`src/rtl/hcsr_pkg.sv`:
```
package hcsr_pkg;
  localparam int unsigned WORD_W   = 16;
  localparam int unsigned N_SRC    = 4;   // dma, rx, tx, window
  localparam int unsigned N_ENG    = 3;   // dma, rx, tx
  localparam int unsigned EN_LSB   = 0;
  localparam int unsigned ACK_LSB  = EN_LSB + N_SRC;
  localparam int unsigned ON_LSB   = ACK_LSB + N_SRC;
  localparam int unsigned OFF_LSB  = ON_LSB + N_ENG;
  localparam int unsigned DIR_RD_B = 14;
  localparam int unsigned DIR_WR_B = 15;
  localparam int unsigned ST_FULL  = 13;
  localparam int unsigned ST_EMPTY = 14;
  localparam int unsigned ST_DIR   = 15;
endpackage

```
`src/rtl/irq_flag_bank.sv`:
```
module irq_flag_bank #(
  parameter int unsigned N = 4
) (
  input  logic         clk_i,
  input  logic         rst_ni,
  input  logic         we_i,
  input  logic [N-1:0] en_wr_i,
  input  logic [N-1:0] ack_i,
  input  logic [N-1:0] evt_i,
  output logic [N-1:0] en_o,
  output logic [N-1:0] pend_o,
  output logic         irq_o
);
  logic [N-1:0] en_q, pend_q;

  for (genvar i = 0; i < N; i++) begin : g_src
    always_ff @(posedge clk_i or negedge rst_ni) begin
      if (!rst_ni) begin
        en_q[i]   <= 1'b0;
        pend_q[i] <= 1'b0;
      end else begin
        if (we_i) en_q[i] <= en_wr_i[i];
        // set has priority over acknowledge
        if (evt_i[i])               pend_q[i] <= 1'b1;
        else if (we_i && ack_i[i])  pend_q[i] <= 1'b0;
      end
    end

    assert_evt_sets_R3: assert property (@(posedge clk_i) disable iff (!rst_ni)
      evt_i[i] |=> pend_o[i]);
    assert_ack_clears_R4: assert property (@(posedge clk_i) disable iff (!rst_ni)
      (we_i && ack_i[i] && !evt_i[i]) |=> !pend_o[i]);
    assert_pend_hold_R3: assert property (@(posedge clk_i) disable iff (!rst_ni)
      (!evt_i[i] && !(we_i && ack_i[i])) |=> $stable(pend_o[i]));
  end

  assign en_o   = en_q;
  assign pend_o = pend_q;
  assign irq_o  = |(en_q & pend_q);
endmodule

```
`src/rtl/engine_run_ctrl.sv`:
```
module engine_run_ctrl #(
  parameter int unsigned N = 3
) (
  input  logic         clk_i,
  input  logic         rst_ni,
  input  logic         we_i,
  input  logic [N-1:0] on_i,
  input  logic [N-1:0] off_i,
  output logic [N-1:0] run_o
);
  logic [N-1:0] run_q;

  for (genvar i = 0; i < N; i++) begin : g_eng
    always_ff @(posedge clk_i or negedge rst_ni) begin
      if (!rst_ni)                run_q[i] <= 1'b0;
      else if (we_i && off_i[i])  run_q[i] <= 1'b0;  // stop wins
      else if (we_i && on_i[i])   run_q[i] <= 1'b1;
    end

    assert_off_stops_R7: assert property (@(posedge clk_i) disable iff (!rst_ni)
      (we_i && off_i[i]) |=> !run_o[i]);
    assert_on_starts_R6: assert property (@(posedge clk_i) disable iff (!rst_ni)
      (we_i && on_i[i] && !off_i[i]) |=> run_o[i]);
    assert_run_hold_R8: assert property (@(posedge clk_i) disable iff (!rst_ni)
      !(we_i && (on_i[i] || off_i[i])) |=> $stable(run_o[i]));
  end

  assign run_o = run_q;
endmodule

```
`src/rtl/fifo_dir_reg.sv`:
```
module fifo_dir_reg (
  input  logic clk_i,
  input  logic rst_ni,
  input  logic we_i,
  input  logic rd_cmd_i,
  input  logic wr_cmd_i,
  output logic dir_rd_o
);
  logic dir_q;

  always_ff @(posedge clk_i or negedge rst_ni) begin
    if (!rst_ni)               dir_q <= 1'b0;
    else if (we_i && wr_cmd_i) dir_q <= 1'b0;  // write mode wins
    else if (we_i && rd_cmd_i) dir_q <= 1'b1;
  end

  assign dir_rd_o = dir_q;

  assert_dir_write_R9: assert property (@(posedge clk_i) disable iff (!rst_ni)
    (we_i && wr_cmd_i) |=> !dir_rd_o);
  assert_dir_read_R9: assert property (@(posedge clk_i) disable iff (!rst_ni)
    (we_i && rd_cmd_i && !wr_cmd_i) |=> dir_rd_o);
  assert_dir_hold_R9: assert property (@(posedge clk_i) disable iff (!rst_ni)
    !(we_i && (rd_cmd_i || wr_cmd_i)) |=> $stable(dir_rd_o));
endmodule

```
`src/rtl/hcsr_irq_ctrl.sv`:
```
module hcsr_irq_ctrl
  import hcsr_pkg::*;
(
  input  logic              clk_i,
  input  logic              rst_ni,
  input  logic              cmd_we_i,
  input  logic [WORD_W-1:0] cmd_i,
  output logic [WORD_W-1:0] status_o,
  input  logic [N_SRC-1:0]  evt_i,
  input  logic              fifo_full_i,
  input  logic              fifo_empty_i,
  output logic              irq_o
);
  logic [N_SRC-1:0] en, pend;
  logic [N_ENG-1:0] run;
  logic             dir_rd;

  irq_flag_bank #(.N(N_SRC)) u_flags (
    .clk_i   (clk_i),
    .rst_ni  (rst_ni),
    .we_i    (cmd_we_i),
    .en_wr_i (cmd_i[EN_LSB +: N_SRC]),
    .ack_i   (cmd_i[ACK_LSB +: N_SRC]),
    .evt_i   (evt_i),
    .en_o    (en),
    .pend_o  (pend),
    .irq_o   (irq_o)
  );

  engine_run_ctrl #(.N(N_ENG)) u_run (
    .clk_i  (clk_i),
    .rst_ni (rst_ni),
    .we_i   (cmd_we_i),
    .on_i   (cmd_i[ON_LSB +: N_ENG]),
    .off_i  (cmd_i[OFF_LSB +: N_ENG]),
    .run_o  (run)
  );

  fifo_dir_reg u_dir (
    .clk_i    (clk_i),
    .rst_ni   (rst_ni),
    .we_i     (cmd_we_i),
    .rd_cmd_i (cmd_i[DIR_RD_B]),
    .wr_cmd_i (cmd_i[DIR_WR_B]),
    .dir_rd_o (dir_rd)
  );

  always_comb begin
    status_o                    = '0;
    status_o[EN_LSB +: N_SRC]   = en;
    status_o[ACK_LSB +: N_SRC]  = pend;
    status_o[ON_LSB +: N_ENG]   = run;
    status_o[ST_FULL]           = fifo_full_i;
    status_o[ST_EMPTY]          = fifo_empty_i;
    status_o[ST_DIR]            = dir_rd;
  end

  assert_en_load_R2: assert property (@(posedge clk_i) disable iff (!rst_ni)
    cmd_we_i |=> status_o[EN_LSB +: N_SRC] == $past(cmd_i[EN_LSB +: N_SRC]));
  assert_irq_has_pending_R11: assert property (@(posedge clk_i) disable iff (!rst_ni)
    irq_o |-> (|status_o[ACK_LSB +: N_SRC]));
  assert_irq_needs_enable_R11: assert property (@(posedge clk_i) disable iff (!rst_ni)
    irq_o |-> (|status_o[EN_LSB +: N_SRC]));
  assert_evt_set_over_ack_R5: assert property (@(posedge clk_i) disable iff (!rst_ni)
    (cmd_we_i && cmd_i[ACK_LSB] && evt_i[0]) |=> status_o[ACK_LSB]);
endmodule

```
`config.mk`:
```
export PLATFORM = sky130hd
export DESIGN_NAME = hcsr_irq_ctrl
export DESIGN_NICKNAME = d
export VERILOG_FILES = /design/src/rtl/hcsr_pkg.sv /design/src/rtl/irq_flag_bank.sv /design/src/rtl/engine_run_ctrl.sv /design/src/rtl/fifo_dir_reg.sv /design/src/rtl/hcsr_irq_ctrl.sv
export SDC_FILE = /design/constraint.sdc
export NUM_CORES = 1
export LEC_CHECK = 0
export BUFFER_PORTS_ARGS = -buffer_cell sky130_fd_sc_hd__buf_2
export CAP_MARGIN = 40
export CELL_PAD_IN_SITES_DETAIL_PLACEMENT = 1
export CELL_PAD_IN_SITES_GLOBAL_PLACEMENT = 1
export CORE_MARGIN = 3
export CORE_UTILIZATION = 26
export CTS_CLUSTER_SIZE = 40
export DETAILED_ROUTE_END_ITERATION = 16
export GPL_TIMING_DRIVEN = 0
export PLACE_DENSITY = 0.86
export SETUP_SLACK_MARGIN = 0.15
export SYNTH_ARGS = -nofsm -noshare
export SYNTH_HDL_FRONTEND = slang
export SYNTH_HIERARCHICAL = 1
export SYNTH_SLANG_ARGS = --single-unit
```
`constraint.sdc`:
```
create_clock -name clk_i -period 1 [get_ports clk_i]
set_input_delay 0.2 -clock clk_i [delete_from_list [all_inputs] [get_ports clk_i]]
set_output_delay 0.2 -clock clk_i [all_outputs]
set_load 0.05 [all_outputs]
```
* After elaboration in Yosys (flattened, before gate mapping)
Index checks and enable logic that the tools add are counted.
** Cells by class
- $add $sub $neg :: 0
- Multipliers :: 0
- Divide/modulo/power cells :: 0
- $lt $le $gt $ge :: 0
- Equality and inequality tests :: 0
- Shift-type cells :: 0
- Muxes and demuxes :: 16
- Bitwise logic cells :: 1
- Reductions and logical operators :: 21
** Operators with widths (count)
- $mux 1 :: 16
- $reduce_bool 2->1 :: 8
- $logic_and 1x1->1 :: 12
- $and 4x4->4 :: 1
- $reduce_or 4->1 :: 1
** Word-level totals
- Register bits after elaboration :: 12
- Latch bits :: 0
- RAM bits :: 0
- ROM bits :: 0
- Output and inout port bits :: 17
- Memories :: 0

* Depth between registers and ports, before layout
Gate-level depths: netlist of the first run.
- Depth after elaboration :: 3
- Gate-level depth with buffers :: 3
- Gate-level depth less buffers :: 2

* By module
The synthesis of the first run kept the hierarchy.
** Modules (own cells, without submodules)
- irq_flag_bank :: times used 1, cells each 24, area an instance 335.3 sq um
- engine_run_ctrl :: times used 1, cells each 9, area an instance 105.1 sq um
- hcsr_irq_ctrl :: times used 1, cells each 6, area an instance 41.3 sq um
- fifo_dir_reg :: times used 1, cells each 3, area an instance 35.0 sq um

* Worst setup path before layout of the first run
Ideal clock, no wire load.
- Kind :: reg-to-output
- Start point :: register u_flags.pend_q[0], in the netlist u_flags/pend_o[0]
- End point :: output port irq_o
- Arrival time :: 1.159 ns
- Data required time :: 0.800 ns
- Slack :: -0.359 ns
- Stages on the path, launching flop included :: 3
- Cells stage by stage :: dfrtp_1 a22oi_1 nand2_1
** Between the ends
- Word-level cells in the longest chain between the ends :: 2
** Ends and longest elaborated chain
- from (decl) :: line irq_flag_bank.sv:14 : logic [N-1:0] en_q, pend_q;
- from (signal, indexed assignment) :: line irq_flag_bank.sv:20 : pend_q[i] <= 1'b0;
- from (signal, indexed assignment) :: line irq_flag_bank.sv:24 : if (evt_i[i]) pend_q[i] <= 1'b1;
- from (signal, indexed assignment) :: line irq_flag_bank.sv:25 : else if (we_i && ack_i[i]) pend_q[i] <= 1'b0;
- $and 4x4->4 :: line irq_flag_bank.sv:39 : assign irq_o = |(en_q & pend_q);
- $reduce_or 4->1 :: line irq_flag_bank.sv:39
- to (decl) :: line hcsr_irq_ctrl.sv:12 : output logic irq_o
No other way between the ends.

* Worst setup path after layout of the first run
- Start point :: register u_flags.en_q[2], in the netlist u_flags/en_o[2]
- End point :: output port irq_o
** Between the ends
- Word-level cells in the longest chain between the ends :: 2
** Ends and longest elaborated chain
- from (decl) :: line irq_flag_bank.sv:14
- from (signal, indexed assignment) :: line irq_flag_bank.sv:22 : if (we_i) en_q[i] <= en_wr_i[i];
- $and 4x4->4 :: line irq_flag_bank.sv:39
- $reduce_or 4->1 :: line irq_flag_bank.sv:39
No other way between the ends.

==> results of run 1 <==
[sequential cells by signal (all words and copies together) (netlist names)]
register,flops
u_flags/en_o,4
u_flags/pend_o,4
u_run/run_o,3
u_dir/dir_rd_o,1
[cells in the mapped netlist]
master / instances / share of area
dfrtp_1: 12 / 0.58
a21oi_1: 8 / 0.077
buf_4: 5 / 0.073
nand2_1: 5 / 0.036
a21o_1: 4 / 0.058
mux2_4: 4 / 0.12
a22oi_1: 2 / 0.029
buf_6: 1 / 0.022
conb_1: 1 / 0.0073
[worst max-delay path: cells and delay by family, from the launching register on]
kind | cells | cell delay, ps
buffers and inverters | 1 | 150
AO/OA/AOI/OAI | 1 | 230
flip-flops | 1 | 410
AND/OR/NAND/NOR | 1 | 70
[stage by stage]
stage	cells	hold WS (ps)	cell area, sq um	setup TNS [ps]	power (mW)
after global routing	114	93.4	927	-1770	1.51
after floorplan	43	-95.6	552	-107	0.895
after detailed placement	105	92.8	768	-103	1.02
after CTS	113	91.9	916	-1390	1.44
after global placement	105	90.1	768	-96.6	1.01
final	114	103	927	-1230	1.42
[layout make-up]
type	instances	area, sq um	area share
buffer	6	52.6	0.0567
clock buffer	4	26.3	0.0283
multi-input combinational	25	193	0.208
sequential	12	314	0.339
tap	25	31.3	0.0337
timing repair buffer	42	310	0.335
[what timing repair did]
action / in CTS / in global routing
buffers inserted: 3 / 1
gates cloned: 0 / 0
endpoints found under the setup margin: 13 / 14
resized for setup: 28 / 1
hold buffers: 1 / 0
pin swaps: 2 / 1
hold endpoints to repair: 12 / 0
[worst max path at each step]
stage | endpoint | start | slack [ps] | cells past startpoint
after floorplan | irq_o | u_flags/en_o[2] | -110 | 2
after global placement | irq_o | u_flags/en_o[2] | -100 | 3
after detailed placement | irq_o | u_flags/en_o[2] | -100 | 3
after CTS | irq_o | u_flags/pend_o[2] | -350 | 3
after global routing | irq_o | u_flags/pend_o[0] | -370 | 3
final | irq_o | u_flags/en_o[2] | -320 | 3
[kinds of logic after synthesis]
logic type,after synthesis
mux,4
compound gates,14
other cells,1
buf+inv,6
simple gates,5
flops,12
[power breakdown]
| part | switching, mW | internal [mW] |
|---|---|---|
| combinational | 0.307 | 0.228 |
| sequential | 0.0400 | 0.538 |
| clock | 0.153 | 0.154 |
| total | 0.500 | 0.920 |
[layer usage]
metal	track usage	up-vias
met5	0	-
met2	0.207	18
li1	-	235
met4	0.0269	0
met3	0.0415	0
met1	0.134	217
==> reports/qor.yml, run 1 <==
cpMaxStageDelayCell: "dfrtp_2"
antenna_found_initial: 0
hold-path-endpoint: "u_run/run_o[0]"
row_count: 15
violations: "setup timing"
h-tree-depth: 1
clk_latency_ps: 260
grt_pass1_wl_um: 2280
final_antenna_net_count: 0
status: "complete, but fails checks"
min-delay-start: "cmd_i[11]"
mostFrequentLayoutCell: "buf_2"
finalWorstSetupSlack_ps: -317
rsz0062_at_grt: "true"
synth.distinct_cells: 9
cts-root-buf: "clkbuf_4"
place.gp.congestion: 0.633
synthCells: 42
drc: 0
min_path_cells: 2
r2r_setup_slack_ps: 80
cp_max_fo: 2
wl_met2_um: 726
drt_iter0_drc: 1
portBuffers: 37
finalCriticalPeriod_ps: 1320
synth_area_per_cell_sq_um: 12.3
rr_worst_depth: 2
ys_seq_area_frac: 0.581
worstPathCellList: "a22oi_2, nand2_4, buf_6"
synth-simple-area-share: 0.0363
synth_top_family_by_area: "compound AO/OA/AOI/OAI gates"
syn-cell-area_sq_um: 517
ios: 42
wl_per_cell_um: 11.6
grt_max_degree: 13
cts_buffers: 3
wl_met1_um: 518
grt_pass1_vias: 553
syn2layout_area_growth_pct: 79.4
hold_violations: 0
vias_per_cell: 4.12
fill_cells: 216
dr.pass1.iters: 2
r2r-end: "u_flags/en_o[2]"
max_stage_delay_ps: 410
cts_tree: "yes"
die_w_um: 50.6
clock_skew_ps: 0
synth_compound_gate_area_share: 0.165
critPathLaunchType: "register"
routed_wirelength_um: 1330
required_ps: 800
drv_slew: 0
final_cell_mix: "buf_2, buf_6, dfrtp_2"
max-cap-violations: 0
highest-signal-layer: "met3"
dp.final_hpwl_um: 1100
reg2reg_from: "u_flags/en_o[2]"
ys_ff_latch: 12
grtUsageTotal: 0.117
leakage_nw: 0.462
initial_utilization: 0.287
max-vdd-ir-drop_mv: 0.633
post_synth_fa_ha_maj_area_fraction: 0
final_layout_size_suffix_gt1_frac: 0.775
end_kind: "output port"
synthMuxAreaShare: 0.116
antenna_cells: 0
crit_type: "register to output port"
finalNetCount: 115
synth-xor-area-share: 0
ys_warn_count: 6
finalCritPeriodShare: 1.32
cts_sinks: 12
vias: 470
grt_overflow: 0
setup_violations: 13
core_sq_mm: 0.00180
clk_pin_slew_ps: 70
holdCritPathClass: "input pin to register"
die_height_um: 50.6
powerDensity_mw_per_mm2: 1530
wl_met3_um: 80
arrival_ps: 1120
clockBufferDepth: 2
dieArea_sq_mm: 0.00256
pre_cts_ws_ps: -103
fin_util: 0.515
max_freq_mhz: 759
Power figures use the tool's default switching activity.
==> run 2, diff against run 1 <==
--- a/config.mk
+++ b/config.mk
@@ -9,6 +9,7 @@
 export CAP_MARGIN = 40
 export CELL_PAD_IN_SITES_DETAIL_PLACEMENT = 1
 export CELL_PAD_IN_SITES_GLOBAL_PLACEMENT = 1
+export CORE_ASPECT_RATIO = 0.75
 export CORE_MARGIN = 3
 export CORE_UTILIZATION = 26
 export CTS_CLUSTER_SIZE = 40
==> run 2 against run 1 <==
Against the previous run:
- total power increased by 7.8%
- clock power is 27% higher
- design area rose by 4.3%
- via count up 9.8%
- critical endpoint unchanged
- largest cell class unchanged
- global-route usage rose by 0.89 points
- final cell count down 0.88%
- combinational power rose by 4.3%
- hold slack got worse by 18 ps
- the run still ends with setup timing left
- largest power group unchanged
- critical path type unchanged
- highest routed layer is now met4
- core utilization increased by 2.1 points
==> reports/qor.yml, run 2 (same netlist as run 1, synthesis figures left out) <==
dieArea_sq_mm: 0.00256  # +0.22%
p_clk_frac: 0.256  # +0.040
vias_per_cell: 4.57  # +11%
drt_iter0_drc: 4  # +3
grt_pass1_vias: 567  # +2.5%
rsz0062_at_grt: "true"
final_antenna_net_count: 0  # unchanged
grt_pass1_wl_um: 2430  # +6.4%
wl_per_cell_um: 13.6  # +17%
finalWorstSetupSlack_ps: -350  # -32.9 ps
crit_buf_inv: 1  # unchanged
h-tree-depth: 1  # unchanged
cpMaxStageDelayCell: "dfrtp_2"
cp_max_fo: 2  # unchanged
setup_violations: 13  # unchanged
critPathTopFamily: "flip-flops"
cp-startpoint: "u_flags/pend_o[2]"
seqPwrFrac: 0.380  # -0.027
finalNetCount: 117  # +1.7%
finalSetupTns_ps: -1510  # -272 ps
initial_utilization: 0.286  # -0.000596
antenna_cells: 0  # unchanged
syn2layout_area_growth_pct: 87.2
drc: 0  # unchanged
place.gp.congestion: 0.649  # +2.5%
row_count: 13  # -2
holdCritPathClass: "input pin to register"
power.internal_mw: 1.00  # +9.0%
leakage_nw: 0.485  # +4.9%
mostFrequentLayoutCell: "buf_2"
sw_frac_of_total: 0.345  # -0.00719
max-vdd-ir-drop_mv: 1.37  # +120%
die_height_um: 44.6  # -12%
rr_worst_depth: 3  # +1
violations: "setup timing"
crit_type: "register to output port"
final_cell_mix: "buf_2, buf_6, dfrtp_2"
dr.pass1.iters: 3  # +1
max-cap-violations: 0  # unchanged
routed_wirelength_um: 1540  # +16%
status: "complete, but fails checks"
die_w_um: 57.5  # +14%
clock_skew_ps: 0  # unchanged
fin_util: 0.536  # +0.0211
fill_cells: 201  # -6.9%
r2r_setup_slack_ps: 110  # +30 ps
ios: 42  # unchanged
end_kind: "output port"
clk_pin_slew_ps: 80  # about the same
grtUsageTotal: 0.126  # +0.00886
cts_buffers: 3  # unchanged
core_sq_mm: 0.00181  # +0.21%
dp.final_hpwl_um: 1100  # +0.27%
cts_tree: "yes"
reg2reg_from: "u_flags/pend_o[0]"
power_switching_mw: 0.528  # +5.6%
finalCritPeriodShare: 1.35  # +0.0329
cts_sinks: 12  # unchanged
worstPathCellList: "a22oi_2, nand2_4, buf_6"
vias: 516  # +9.8%
finalCriticalPeriod_ps: 1350  # +32.9 ps
max_freq_mhz: 741  # -2.4%
r2r-end: "u_flags/pend_o[0]"
grt_overflow: 0  # unchanged
hold_violations: 0  # unchanged
cts-root-buf: "clkbuf_4"
crit_path_end: "irq_o"
portBuffers: 37  # unchanged
antenna_found_initial: 0  # unchanged
drv_slew: 0  # unchanged
pre_cts_ws_ps: -99.0  # +3.83 ps
critPathLaunchType: "register"
clk_latency_ps: 270  # about the same
required_ps: 800  # about the same
pwr-share-comb: 0.365  # -0.012
final_layout_size_suffix_gt1_frac: 0.791  # +0.0159
clockBufferDepth: 2  # unchanged
arrival_ps: 1150  # +30 ps
total_power_mw: 1.53  # +7.8%
max_stage_delay_ps: 420  # about the same
min-delay-start: "cmd_i[11]"
crit_cells: 3  # unchanged
powerDensity_mw_per_mm2: 1580  # +3.3%
grt_max_degree: 13  # unchanged
[run 2: cell types whose count changed in the layout (fill, tap and decap cells not counted)]
| cell | change |
|---|---|
| buf_4 | -1 |
| clkbuf_8 | +1 |
| buf_6 | +1 |
| clkbuf_1 | -1 |
| buf_8 | +2 |
[run 2: area by class of cell]
class	instances	area [sq um]	area share
timing repair buffer	44	344	0.356
sequential	12	314	0.325
multi-input combinational	25	193	0.199
tap	22	27.5	0.0285
buffer	6	52.6	0.0543
clock buffer	4	36.3	0.0375
[run 2: per-stage QoR]
stage                     hold slack (ps)  std cells  cell area (sq um)
after floorplan                     -95.6         43                552
after global placement               92.8        102                764
after detailed placement             98.9        102                764
after CTS                            76.5        110                922
after global routing                 76.2        113                967
final                                85.5        113                967
[run 2: layer usage]
metal / GRT usage / wire length, um
met1: 0.130 / 533
met2: 0.227 / 845
met3: 0.0583 / 150
met4: 0.0417 / 12
met5: 0 / 0
[run 2: what timing repair did]
item	in CTS	in global routing
hold buffers	1	0
setup buffers	3	3
gates resized for setup	28	6
pin swaps	2	0
setup endpoints to repair	13	14
hold endpoints to repair	12	0
[run 2: how the worst min path moves through the flow]
stage | slack [ps] | to | cells after the start
finish | 90 | u_run/run_o[0] | 2
global route | 80 | u_run/run_o[0] | 2
CTS | 80 | u_run/run_o[0] | 2
detailed placement | 100 | u_flags/pend_o[3] | 1
global placement | 90 | u_dir/dir_rd_o | 1
floorplan | -100 | u_dir/dir_rd_o | 0
[run 2: power by group through the flow]
stage / registers (mW) / logic, mW / clock network (mW)
floorplan: 0.727 / 0.168 / 0
detailed placement: 0.582 / 0.440 / 0
global route: 0.588 / 0.588 / 0.438
global placement: 0.580 / 0.432 / 0
CTS: 0.579 / 0.528 / 0.409
finish: 0.581 / 0.558 / 0.391
==> run 3, diff against run 2 <==
--- a/config.mk
+++ b/config.mk
@@ -15,7 +15,7 @@
 export CTS_CLUSTER_SIZE = 40
 export DETAILED_ROUTE_END_ITERATION = 16
 export GPL_TIMING_DRIVEN = 0
-export PLACE_DENSITY = 0.86
+export PLACE_DENSITY_LB_ADDON = 0.1
 export SETUP_SLACK_MARGIN = 0.15
 export SYNTH_ARGS = -nofsm -noshare
 export SYNTH_HDL_FRONTEND = slang
==> constraint.sdc (replaced) <==
create_clock -name clk_i -period 1 [get_ports clk_i]
set_input_delay 0.2 -clock clk_i [delete_from_list [all_inputs] [get_ports clk_i]]
set_output_delay 0.2 -clock clk_i [all_outputs]
set_load 0.005 [all_outputs]
==> run 3 against run 2 <==
Against the previous run:
- the flow still finishes with violations (setup timing)
- flip-flop and latch count unchanged
- global-route usage is 0.15 points higher
- via count decreased by 1.4%
- clock-buffer cell count did not move
- critical path depth did not move
- worst setup slack improved by 95 ps
- combinational power decreased by 47%
- sequential power down 2%
- critical endpoint unchanged
- largest power group unchanged
==> reports/qor.yml, run 3 (same netlist as run 1, synthesis figures left out) <==
status: "complete, but fails checks"
violations: "setup timing"
final_antenna_net_count: 0  # unchanged
power_switching_mw: 0.301  # -43%
drt_iter0_drc: 4  # unchanged
grt_max_degree: 13  # unchanged
p_clk_frac: 0.307  # +0.051
die_w_um: 57.5  # unchanged
dr.pass1.iters: 2  # -1
crit_type: "register to output port"
drc: 0  # unchanged
hold_violations: 0  # unchanged
finalNetCount: 118  # +0.85%
final_layout_size_suffix_gt1_frac: 0.674  # -0.117
grt_overflow: 0  # unchanged
placedInstanceArea_sq_um: 733  # -4.1%
row_count: 13  # unchanged
required_ps: 800  # about the same
finalCritPeriodShare: 1.26  # -0.0950
max_stage_delay_ps: 400  # -20 ps
initial_utilization: 0.286  # unchanged
portBuffers: 37  # unchanged
holdCritPathClass: "input pin to register"
seqPwrFrac: 0.456  # +0.076
clk_pin_slew_ps: 70  # about the same
fill_cells: 214  # +6.5%
leakage_nw: 0.462  # -4.7%
max-cap-violations: 0  # unchanged
grtUsageTotal: 0.127  # +0.00148
grt_pass1_wl_um: 2280  # -6.2%
setup_violations: 10  # -3
rsz0062_at_grt: "true"
end_kind: "output port"
die_height_um: 44.6  # unchanged
hold_slack_ps: 89.6  # +4.04 ps
vias: 509  # -1.4%
routed_wirelength_um: 1530  # -1.0%
postLayoutCellArea_sq_um: 880  # -9.1%
vias_per_cell: 4.46  # -2.2%
finalWorstSetupSlack_ps: -255  # +95.0 ps
antenna_found_initial: 0  # unchanged
max_freq_mhz: 797  # +7.6%
cts-root-buf: "clkbuf_4"
place.gp.congestion: 0.631  # -2.8%
powerDensity_mw_per_mm2: 1410  # -11%
critPathLaunchType: "register"
power.internal_mw: 0.941  # -6.2%
cpMaxStageDelayCell: "dfrtp_1"
syn2layout_area_growth_pct: 70.2
clk_latency_ps: 270  # about the same
wl_per_cell_um: 13.4  # -1.9%
cp_max_fo: 2  # unchanged
pwr-share-comb: 0.236  # -0.129
arrival_ps: 1060  # -90 ps
mostFrequentLayoutCell: "buf_2"
total_power_mw: 1.24  # -19%
antenna_cells: 0  # unchanged
ios: 42  # unchanged
final_cell_mix: "buf_2, dfrtp_1, buf_4"
dieArea_sq_mm: 0.00256  # unchanged
core_sq_mm: 0.00181  # unchanged
sw_frac_of_total: 0.242  # -0.102
cts_sinks: 12  # unchanged
clock_skew_ps: 0  # unchanged
cts_buffers: 3  # unchanged
h-tree-depth: 1  # unchanged
max-vdd-ir-drop_mv: 0.823  # -40%
pre_cts_ws_ps: -18.9  # +80.1 ps
worstPathCellList: "a22oi_2, nand2_1, buf_2"
fin_util: 0.487  # -0.0485
drv_slew: 0  # unchanged
cts_tree: "yes"
grt_pass1_vias: 472  # -17%
finalCriticalPeriod_ps: 1260  # -95.0 ps
clockBufferDepth: 2  # unchanged
==> run 3: cell types whose count changed in the layout (fill, tap and decap cells not counted), sizes merged <==
cell	before	now
buf	49	50
==> run 3: final timing paths <==
kind / cells past startpoint / slack (ps) / endpoint / start
setup / recovery: 3 / -260 / irq_o / u_flags/pend_o[0]
hold / removal: 2 / 90 / u_dir/dir_rd_o / cmd_i[15]
setup reg to reg: 2 / 90 / u_flags/en_o[1] / u_flags/en_o[1]
hold reg to reg: 2 / 520 / u_run/run_o[0] / u_run/run_o[0]
max in group asynchronous: 2 / 430 / u_flags/pend_o[0] / rst_ni
min in group asynchronous: 2 / 350 / u_flags/en_o[2] / rst_ni
==> run 3: power groups by stage <==
stage	Clock, mW	Sequential, mW	Combinational (mW)
floorplan	0	0.572	0.0943
finish	0.382	0.567	0.293
detailed placement	0	0.573	0.222
CTS	0.402	0.565	0.254
global placement	0	0.571	0.217
global route	0.433	0.575	0.320
==> run 3: area by class of cell <==
cell class | count | area [sq um] | area share
Buffer | 6 | 52.6 | 0.0597
Clock buffer | 4 | 36.3 | 0.0413
Multi-Input combinational cell | 25 | 189 | 0.215
Sequential cell | 12 | 300 | 0.341
Tap cell | 22 | 27.5 | 0.0313
Timing Repair Buffer | 45 | 274 | 0.312
==> run 3: per-stage QoR <==
stage          cells  setup TNS [ps]
4_1_cts          109            -809
3_3_place_gp     102               0
2_1_floorplan     43               0
5_1_grt          114           -1310
6_report         114            -666
3_5_place_dp     102           -18.9
==> run 3: what timing repair did <==
action,in CTS,in global routing
endpoints found under the setup margin,13,14
hold buffers,1,0
pin swaps,1,0
hold endpoints to repair,12,0
resized for setup,5,5
cloned,0,0
setup buffers,2,5
==> run 3: critical path: cells and delay by family (launching register included) <==
| family | cells | cell delay [ps] |
|---|---|---|
| and+or+nand+nor | 1 | 70 |
| buffers and inverters | 1 | 120 |
| AOI/OAI and AO/OA | 1 | 180 |
| DFF | 1 | 400 |
==> run 3: per-layer routing <==
| layer | up-vias | GRT usage | part of all wire |
|---|---|---|---|
| met5 | - | 0 | 0 |
| met4 | 0 | 0.0556 | 0.014 |
| met3 | 4 | 0.0641 | 0.098 |
| met2 | 26 | 0.207 | 0.51 |
| met1 | 240 | 0.141 | 0.38 |
| li1 | 239 | - | - |
